<file path="config.mk">
export PLATFORM = sky130hd
export DESIGN_NAME = mac_quad_unit
export DESIGN_NICKNAME = d
export VERILOG_FILES = /design/src/rtl/mac_quad_pkg.sv /design/src/rtl/mac_issue_stage.sv /design/src/rtl/mac_mult_stage.sv /design/src/rtl/mac_align_stage.sv /design/src/rtl/mac_acc_bank.sv /design/src/rtl/mac_quad_unit.sv
export SDC_FILE = /design/constraint.sdc
export NUM_CORES = 2
export LEC_CHECK = 0
export ABC_CLOCK_PERIOD_IN_PS = 7900
export BUFFER_PORTS_ARGS = -buffer_cell sky130_fd_sc_hd__buf_2
export CAP_MARGIN = 30
export CORE_MARGIN = 5
export CORE_UTILIZATION = 40
export DETAILED_ROUTE_END_ITERATION = 6
export HOLD_SLACK_MARGIN = 0.08
export PLACE_DENSITY_LB_ADDON = 0.15
export SYNTH_ARGS = -nofsm -noshare
export SYNTH_HDL_FRONTEND = slang
export SYNTH_SLANG_ARGS = --single-unit
</file>
<file path="constraint.sdc">
create_clock -name clk -period 7.9 [get_ports clk]
set_input_delay 0.395 -clock clk [delete_from_list [all_inputs] [get_ports clk]]
set_output_delay 0.395 -clock clk [all_outputs]
set_load 0.03 [all_outputs]
</file>
<file path="src/rtl/mac_quad_pkg.sv">
package mac_quad_pkg;
  localparam int OP_W       = 32;
  localparam int HALF_W     = OP_W / 2;
  localparam int ACC_W      = 48;
  localparam int ACC_SEL_W  = 2;
  localparam int N_ACC      = 1 << ACC_SEL_W;
  localparam int PROD_W     = 2 * OP_W + 2;
  localparam int SUM_W      = PROD_W + 2;
  localparam int FRAC_DROP  = 2 * OP_W - ACC_W;
  localparam int HALF_SHIFT = ACC_W - 2 * HALF_W;

  localparam logic [ACC_W-1:0] ACC_MAX = {1'b0, {(ACC_W-1){1'b1}}};
  localparam logic [ACC_W-1:0] ACC_MIN = {1'b1, {(ACC_W-1){1'b0}}};

  typedef enum logic [1:0] {
    MODE_SINT = 2'd0,
    MODE_UINT = 2'd1,
    MODE_FRAC = 2'd2,
    MODE_RSV  = 2'd3
  } mac_mode_e;

  typedef struct packed {
    logic                 vld;
    logic                 ld;
    logic [ACC_SEL_W-1:0] sel;
    logic                 sub;
    logic                 sat;
    logic                 frac;
    logic                 wide;
    logic                 rnd;
    logic [ACC_W-1:0]     ld_val;
  } mac_ctl_t;

  typedef struct packed {
    logic             ovf;
    logic [ACC_W-1:0] val;
  } acc_step_t;

  // Choose full word or a half, then extend by the operand format.
  function automatic logic signed [OP_W:0] pick_operand(
    input logic [OP_W-1:0] raw, input logic wide, input logic hi, input mac_mode_e mode);
    logic [HALF_W-1:0] h;
    logic              fill;
    h = hi ? raw[OP_W-1:HALF_W] : raw[HALF_W-1:0];
    if (wide) begin
      fill = (mode != MODE_UINT) & raw[OP_W-1];
      return {fill, raw};
    end
    fill = (mode != MODE_UINT) & h[HALF_W-1];
    return {{(OP_W-HALF_W+1){fill}}, h};
  endfunction

  function automatic logic signed [PROD_W-1:0] mul_full(
    input logic signed [OP_W:0] a, input logic signed [OP_W:0] b);
    logic signed [PROD_W-1:0] ea, eb;
    ea = {{(PROD_W-OP_W-1){a[OP_W]}}, a};
    eb = {{(PROD_W-OP_W-1){b[OP_W]}}, b};
    return ea * eb;
  endfunction

  // Place a product on the accumulator's binary point.
  function automatic logic signed [SUM_W-1:0] align_product(
    input logic signed [PROD_W-1:0] p, input logic frac, input logic wide, input logic rnd);
    logic signed [SUM_W-1:0] x;
    x = {{(SUM_W-PROD_W){p[PROD_W-1]}}, p};
    if (frac) begin
      x = x <<< 1;
      if (wide) begin
        if (rnd) x = x + $signed({{(SUM_W-FRAC_DROP){1'b0}}, 1'b1, {(FRAC_DROP-1){1'b0}}});
        x = x >>> FRAC_DROP;
      end else begin
        x = x <<< HALF_SHIFT;
      end
    end
    return x;
  endfunction

  function automatic acc_step_t acc_step(
    input logic [ACC_W-1:0] acc, input logic signed [SUM_W-1:0] addend,
    input logic sub, input logic sat);
    logic signed [SUM_W-1:0] base, s, hi_lim, lo_lim;
    acc_step_t r;
    base   = {{(SUM_W-ACC_W){acc[ACC_W-1]}}, acc};
    hi_lim = {{(SUM_W-ACC_W+1){1'b0}}, {(ACC_W-1){1'b1}}};
    lo_lim = {{(SUM_W-ACC_W+1){1'b1}}, {(ACC_W-1){1'b0}}};
    s      = sub ? base - addend : base + addend;
    r.ovf  = (s > hi_lim) || (s < lo_lim);
    if (r.ovf && sat) r.val = s[SUM_W-1] ? ACC_MIN : ACC_MAX;
    else              r.val = s[ACC_W-1:0];
    return r;
  endfunction
endpackage

</file>
<file path="src/rtl/mac_issue_stage.sv">
module mac_issue_stage
  import mac_quad_pkg::*;
(
  input  logic                 clk,
  input  logic                 rst_n,
  input  logic                 op_valid,
  input  logic [OP_W-1:0]      op_a,
  input  logic [OP_W-1:0]      op_b,
  input  logic [ACC_SEL_W-1:0] op_acc,
  input  logic [1:0]           op_mode,
  input  logic                 op_wide,
  input  logic                 op_hi_a,
  input  logic                 op_hi_b,
  input  logic                 op_sub,
  input  logic                 op_sat,
  input  logic                 op_rnd,
  input  logic                 ld_valid,
  input  logic [ACC_SEL_W-1:0] ld_acc,
  input  logic [ACC_W-1:0]     ld_data,
  output logic                 take_op,
  output logic                 take_ld,
  output mac_ctl_t             s1_ctl,
  output logic signed [OP_W:0] s1_a,
  output logic signed [OP_W:0] s1_b
);
  mac_mode_e mode;
  mac_ctl_t  slot;

  always_comb begin
    mode    = mac_mode_e'(op_mode);
    take_ld = ld_valid;
    take_op = op_valid && !ld_valid;
    slot.vld    = take_ld || take_op;
    slot.ld     = take_ld;
    slot.sel    = take_ld ? ld_acc : op_acc;
    slot.sub    = op_sub;
    slot.sat    = op_sat;
    slot.frac   = (mode == MODE_FRAC);
    slot.wide   = op_wide;
    slot.rnd    = op_rnd;
    slot.ld_val = ld_data;
  end

  always_ff @(posedge clk or negedge rst_n) begin
    if (!rst_n) begin
      s1_ctl <= '0;
      s1_a   <= '0;
      s1_b   <= '0;
    end else begin
      s1_ctl <= slot;
      if (take_op) begin
        s1_a <= pick_operand(op_a, op_wide, op_hi_a, mode);
        s1_b <= pick_operand(op_b, op_wide, op_hi_b, mode);
      end
    end
  end
endmodule

</file>
<file path="src/rtl/mac_mult_stage.sv">
module mac_mult_stage
  import mac_quad_pkg::*;
(
  input  logic                     clk,
  input  logic                     rst_n,
  input  mac_ctl_t                 s1_ctl,
  input  logic signed [OP_W:0]     s1_a,
  input  logic signed [OP_W:0]     s1_b,
  output mac_ctl_t                 s2_ctl,
  output logic signed [PROD_W-1:0] s2_prod
);
  always_ff @(posedge clk or negedge rst_n) begin
    if (!rst_n) begin
      s2_ctl  <= '0;
      s2_prod <= '0;
    end else begin
      s2_ctl <= s1_ctl;
      if (s1_ctl.vld && !s1_ctl.ld) s2_prod <= mul_full(s1_a, s1_b);
    end
  end
endmodule

</file>
<file path="src/rtl/mac_align_stage.sv">
module mac_align_stage
  import mac_quad_pkg::*;
(
  input  logic                     clk,
  input  logic                     rst_n,
  input  mac_ctl_t                 s2_ctl,
  input  logic signed [PROD_W-1:0] s2_prod,
  output mac_ctl_t                 s3_ctl,
  output logic signed [SUM_W-1:0]  s3_add
);
  always_ff @(posedge clk or negedge rst_n) begin
    if (!rst_n) begin
      s3_ctl <= '0;
      s3_add <= '0;
    end else begin
      s3_ctl <= s2_ctl;
      if (s2_ctl.vld && !s2_ctl.ld)
        s3_add <= align_product(s2_prod, s2_ctl.frac, s2_ctl.wide, s2_ctl.rnd);
    end
  end
endmodule

</file>
<file path="src/rtl/mac_acc_bank.sv">
module mac_acc_bank
  import mac_quad_pkg::*;
(
  input  logic                    clk,
  input  logic                    rst_n,
  input  mac_ctl_t                s3_ctl,
  input  logic signed [SUM_W-1:0] s3_add,
  input  logic [ACC_SEL_W-1:0]    rd_acc,
  output logic [ACC_W-1:0]        rd_data,
  output logic [N_ACC-1:0]        ovf_flags
);
  logic [ACC_W-1:0] acc_q [N_ACC];
  logic [N_ACC-1:0] flag_q;
  logic [N_ACC-1:0] acc_we;
  logic [N_ACC-1:0] ld_hit;
  acc_step_t        step;
  logic             wr_ovf;
  logic             sat_hit;

  always_comb begin
    step    = acc_step(acc_q[s3_ctl.sel], s3_add, s3_ctl.sub, s3_ctl.sat);
    wr_ovf  = s3_ctl.vld && !s3_ctl.ld && step.ovf;
    sat_hit = wr_ovf && s3_ctl.sat;
  end

  for (genvar i = 0; i < N_ACC; i++) begin : g_dec
    assign acc_we[i] = s3_ctl.vld && (s3_ctl.sel == ACC_SEL_W'(i));
    assign ld_hit[i] = acc_we[i] && s3_ctl.ld;
  end

  always_ff @(posedge clk or negedge rst_n) begin
    if (!rst_n) begin
      for (int i = 0; i < N_ACC; i++) acc_q[i] <= '0;
      flag_q <= '0;
    end else begin
      for (int i = 0; i < N_ACC; i++) begin
        if (acc_we[i]) acc_q[i] <= s3_ctl.ld ? s3_ctl.ld_val : step.val;
        if (ld_hit[i])                     flag_q[i] <= 1'b0;
        else if (acc_we[i] && step.ovf)    flag_q[i] <= 1'b1;
      end
    end
  end

  assign rd_data   = acc_q[rd_acc];
  assign ovf_flags = flag_q;

  AST_SAT_CLAMP: assert property (@(posedge clk) disable iff (!rst_n)
    sat_hit |=> (acc_q[$past(s3_ctl.sel)] == ACC_MAX || acc_q[$past(s3_ctl.sel)] == ACC_MIN));

  for (genvar i = 0; i < N_ACC; i++) begin : g_chk
    AST_STICKY_HOLD: assert property (@(posedge clk) disable iff (!rst_n)
      (flag_q[i] && !ld_hit[i]) |=> flag_q[i]);
    AST_LOAD_CLEARS: assert property (@(posedge clk) disable iff (!rst_n)
      ld_hit[i] |=> (!flag_q[i] && acc_q[i] == $past(s3_ctl.ld_val)));
    AST_UNSELECTED_STABLE: assert property (@(posedge clk) disable iff (!rst_n)
      !acc_we[i] |=> ($stable(acc_q[i]) && $stable(flag_q[i])));
  end
endmodule

</file>
<file path="src/rtl/mac_quad_unit.sv">
module mac_quad_unit
  import mac_quad_pkg::*;
(
  input  logic                 clk,
  input  logic                 rst_n,
  input  logic                 op_valid,
  output logic                 op_ready,
  input  logic [OP_W-1:0]      op_a,
  input  logic [OP_W-1:0]      op_b,
  input  logic [ACC_SEL_W-1:0] op_acc,
  input  logic [1:0]           op_mode,
  input  logic                 op_wide,
  input  logic                 op_hi_a,
  input  logic                 op_hi_b,
  input  logic                 op_sub,
  input  logic                 op_sat,
  input  logic                 op_rnd,
  input  logic                 ld_valid,
  input  logic [ACC_SEL_W-1:0] ld_acc,
  input  logic [ACC_W-1:0]     ld_data,
  input  logic [ACC_SEL_W-1:0] rd_acc,
  output logic [ACC_W-1:0]     rd_data,
  output logic [N_ACC-1:0]     ovf_flags
);
  logic                     take_op, take_ld;
  mac_ctl_t                 s1_ctl, s2_ctl, s3_ctl;
  logic signed [OP_W:0]     s1_a, s1_b;
  logic signed [PROD_W-1:0] s2_prod;
  logic signed [SUM_W-1:0]  s3_add;

  assign op_ready = !ld_valid;

  mac_issue_stage i_issue (
    .clk(clk), .rst_n(rst_n), .op_valid(op_valid), .op_a(op_a), .op_b(op_b),
    .op_acc(op_acc), .op_mode(op_mode), .op_wide(op_wide), .op_hi_a(op_hi_a),
    .op_hi_b(op_hi_b), .op_sub(op_sub), .op_sat(op_sat), .op_rnd(op_rnd),
    .ld_valid(ld_valid), .ld_acc(ld_acc), .ld_data(ld_data),
    .take_op(take_op), .take_ld(take_ld), .s1_ctl(s1_ctl), .s1_a(s1_a), .s1_b(s1_b)
  );

  mac_mult_stage i_mult (
    .clk(clk), .rst_n(rst_n), .s1_ctl(s1_ctl), .s1_a(s1_a), .s1_b(s1_b),
    .s2_ctl(s2_ctl), .s2_prod(s2_prod)
  );

  mac_align_stage i_align (
    .clk(clk), .rst_n(rst_n), .s2_ctl(s2_ctl), .s2_prod(s2_prod),
    .s3_ctl(s3_ctl), .s3_add(s3_add)
  );

  mac_acc_bank i_bank (
    .clk(clk), .rst_n(rst_n), .s3_ctl(s3_ctl), .s3_add(s3_add),
    .rd_acc(rd_acc), .rd_data(rd_data), .ovf_flags(ovf_flags)
  );

  AST_ISSUE_LATENCY: assert property (@(posedge clk) disable iff (!rst_n)
    (op_valid && op_ready) |-> ##3 (s3_ctl.vld && !s3_ctl.ld && s3_ctl.sel == $past(op_acc, 3)));
  AST_LOAD_FIRST: assert property (@(posedge clk) disable iff (!rst_n)
    (op_valid && ld_valid) |-> ##3 (s3_ctl.vld && s3_ctl.ld));
  AST_ONE_TAKE: assert property (@(posedge clk) disable iff (!rst_n)
    $onehot0({take_op, take_ld}));
endmodule

</file>
==> impl_metrics.env <==
export IMPL_status="complete, no violations"
export IMPL_tritoncts="done"
export IMPL_ys_types=96
export IMPL_worstPathArrival_ns=8.31
export IMPL_finalCriticalPeriod_ns=7.79
export IMPL_grt_pass1_vias=56700
export IMPL_grt_max_degree=121
export IMPL_antenna_found_initial=5
export IMPL_hold_class="in2reg"
export IMPL_regToRegSetupSlack_ns=0.11
export IMPL_wl_per_cell_um=20.8
export IMPL_async_reset_ff_share_pct=100
export IMPL_ys_warnings_count=0
export IMPL_grt_overflow=0
export IMPL_cpMostUsedCell="fa_1"
export IMPL_path_max_fanout=6
export IMPL_drive_gt1_share_pct=13.8
export IMPL_dp_hpwl_mm=173
export IMPL_syn_area_per_cell_um2=9.36
export IMPL_cp_start_kind="flip-flop"
export IMPL_syn_area_um2=69800
export IMPL_finalSetupTns_ns=0
export IMPL_routabilityCongestion=0.938
export IMPL_multi_input_area_um2=50000
export IMPL_via_count=53200
export IMPL_worst_ep_required_time_ns=8.41
export IMPL_holdPathEnd="i_issue.s1_b[7]$_DFFE_PN0P_"
export IMPL_rsz0062_at_grt="yes"
export IMPL_final_period_utilization_pct=98.7
export IMPL_io_buffers=182
export IMPL_crit_path_max_incr_delay_ns=0.57
export IMPL_synth_edff_count=0
export IMPL_die_height_um=428
export IMPL_hold_viol_final=0
export IMPL_ys_seq_area_share_pct=20.2
export IMPL_area_growth_synth_to_final_pct=15.4
export IMPL_final_max_slew_violation_count=0
export IMPL_cts_clk_slew_worst_paths_ns=0.06
export IMPL_layout_nets=9426
export IMPL_reg2reg_to="i_mult.s2_prod[41]$_DFFE_PN0P_"
export IMPL_r2r_start="i_issue.s1_b[0]$_DFFE_PN0P_"
export IMPL_clockRootBuffer="clkbuf_16"
export IMPL_die_area_um2=183000
export IMPL_core_region_area_um2=174000
export IMPL_fillers=16900
export IMPL_crit_slowest_cell="fa_1"
export IMPL_max_slew_margin_rel_pct=31.5
export IMPL_clk_latency_ns=0.68
export IMPL_min_path_cells=3
export IMPL_critPathLaunch="i_issue.s1_b[0]$_DFFE_PN0P_"
export IMPL_drv_cap=0
export IMPL_dominantRegCellSynth="dfrtp_1"
export IMPL_worstRegToRegCells=30
export IMPL_tightest_slew_ns=1.03
export IMPL_die_w_um=428
export IMPL_skew_ns=0.0509
export IMPL_num_rows=153
export IMPL_grt_pass1_wl_mm=337
export IMPL_grt_use_total_pct=23.2
export IMPL_end_kind="flip-flop"
export IMPL_routed_wl_mm=213
export IMPL_firstDrtPassIters=5
export IMPL_cts_sinks=564
export IMPL_start_util_pct=40.2
export IMPL_fmax_mhz=128
export IMPL_drcViolationCount=0
export IMPL_setup_viol=0
export IMPL_ys_ff_latch=564
export IMPL_syn_num_nets=9022
export IMPL_viasPerCell=5.19
export IMPL_numCtsBuffers=68
export IMPL_seqCellArea_um2=14100
export IMPL_worstSetupPathType="reg2reg"
export IMPL_worst_hold_startpoint="op_b[7]"
export IMPL_ioPinCount=183
export IMPL_clk_path_buf_depth=3
export IMPL_drtIter0Drc=3247
export IMPL_synth_cells=7460
export IMPL_ant_nets=0
export IMPL_h_tree_depth=3
-- area by class of cell --
cell class	count	share of cell area [%]
diodes	3	0.00932
clock buffers	89	2.33
clock inverters	33	0.491
inverters	1157	5.39
multi-input cells	5287	62.1
flip-flops and latches	564	17.6
well taps	2325	3.61
repair buffers	786	8.51
-- Yosys cell counts, types with 71 or more instances --
| cell type | n | share of area, % |
|---|---|---|
| mux4_2 | 96 | 3.1 |
| nand2_1 | 980 | 5.3 |
| and2_1 | 566 | 5.1 |
| xor2_1 | 81 | 1.0 |
| ha_1 | 286 | 5.1 |
| nor2b_1 | 71 | 0.64 |
| nor2_1 | 320 | 1.7 |
| a21oi_1 | 455 | 3.3 |
| o21ai_0 | 388 | 2.8 |
| clkbuf_1 | 369 | 2.0 |
| a21o_1 | 82 | 0.88 |
| fa_1 | 1146 | 33 |
| inv_1 | 1157 | 6.2 |
| dfrtp_1 | 564 | 20 |
| xnor2_1 | 154 | 1.9 |
-- worst max-delay path by stage --
| stage | to | slack, ns | depth (start not counted) |
|---|---|---|---|
| after detailed placement | i_mult.s2_prod[65]$_DFFE_PN0P_ | -0.46 | 30 |
| after floorplan | i_mult.s2_prod[58]$_DFFE_PN0P_ | 0.04 | 27 |
| after CTS | i_mult.s2_prod[58]$_DFFE_PN0P_ | -0.01 | 31 |
| final | i_mult.s2_prod[41]$_DFFE_PN0P_ | 0.11 | 30 |
| after global placement | i_mult.s2_prod[63]$_DFFE_PN0P_ | -0.26 | 29 |
| after global routing | i_mult.s2_prod[65]$_DFFE_PN0P_ | -0.14 | 28 |
-- cells by family (layout without fill, tap and decap cells) --
group / after synthesis / in the layout / share of synthesized area, %
adder cells (fa/ha/maj): 1432 / 1432 / 38.0
AND/OR/NAND/NOR: 2224 / 2224 / 15.4
multiplexers: 176 / 176 / 4.27
buffers and inverters: 1609 / 2065 / 8.99
AO/OA/AOI/OAI: 1219 / 1219 / 10.2
XOR/XNOR: 236 / 236 / 2.99
flip-flops: 564 / 564 / 20.2
other: 0 / 3 / 0
-- critical path: cells and delay by family, from the launching register on --
kind | cells | cell delay, ns
adders and majority gates | 9 | 4.24
AOI/OAI and AO/OA | 9 | 1.79
buffers and inverters | 9 | 0.73
DFF | 1 | 0.44
and+or+nand+nor | 2 | 0.31
xor gates and xnor gates | 1 | 0.15
-- metrics by stage --
| step | util (%) | hold WS (ns) | std cells | instance area [µm²] | worst slack (ns) |
|---|---|---|---|---|---|
| floorplan | - | 0.0994 | 7460 | 69900 | 0.0378 |
| global placement | 43.8 | 0.332 | 9979 | 76100 | -0.264 |
| detailed placement | 43.8 | 0.335 | 9982 | 76200 | -0.465 |
| CTS | 45.9 | 0.0851 | 10200 | 79800 | -0.0109 |
| global route | 46.4 | 0.106 | 10200 | 80600 | -0.140 |
| finish | 46.4 | 0.116 | 10200 | 80600 | 0.105 |
-- per-layer routing --
layer	vias up	GRT usage [%]	wire, µm
li1	24400	-	-
met1	27300	31.7	93600
met2	1297	39.4	104000
met3	254	2.90	10200
met4	0	5.60	5430
met5	-	0	0
-- placed cells by master (no fill, tap or decap), types with 21 or more instances in the layout --
cell / synthesis / routed
nor2_1: 320 / 317
nand2b_1: 22 / 21
fa_1: 1146 / 1119
dfrtp_1: 564 / 539
nor2b_1: 71 / 70
mux2i_1: 65 / 65
nor3_1: 54 / 53
buf_4: 11 / 408
and2_1: 566 / 560
nand4_1: 53 / 53
dfrtp_2: 0 / 24
dlygate4sd3_1: 0 / 105
a211oi_1: 33 / 28
mux4_2: 96 / 96
a21oi_1: 455 / 440
buf_12: 0 / 73
xor2_1: 81 / 81
o21ai_0: 388 / 375
ha_1: 286 / 269
a21o_1: 82 / 82
buf_2: 23 / 179
xnor2_1: 154 / 152
nand3_1: 42 / 42
a31oi_1: 33 / 32
o21ai_1: 29 / 40
inv_1: 1157 / 1138
fa_2: 0 / 27
o21bai_1: 22 / 22
and3_1: 28 / 25
clkbuf_16: 0 / 72
nand2_1: 980 / 975
-- flip-flops by register name, indices dropped and copies added, names as in the netlist --
| register | flops |
|---|---|
| i_bank.ovf_flags | 4 |
| i_align.s3_ctl | 54 |
| i_issue.s1_ctl | 57 |
| i_align.s3_add | 68 |
| i_mult.s2_ctl | 57 |
| i_issue.s1_a | 33 |
| i_mult.s2_prod | 66 |
| i_issue.s1_b | 33 |
| i_bank.acc_q | 192 |
-- timing repair --
action	in CTS	in global routing
setup buffers	4	20
setup endpoints to repair	16	218
cloned	1	4
hold buffers	105	0
pin swaps	28	98
resized for setup	56	111
hold endpoints to repair	174	0
Power is not shown: default switching activity piles up to over one toggle a cycle in this logic, so the estimate is an artifact.
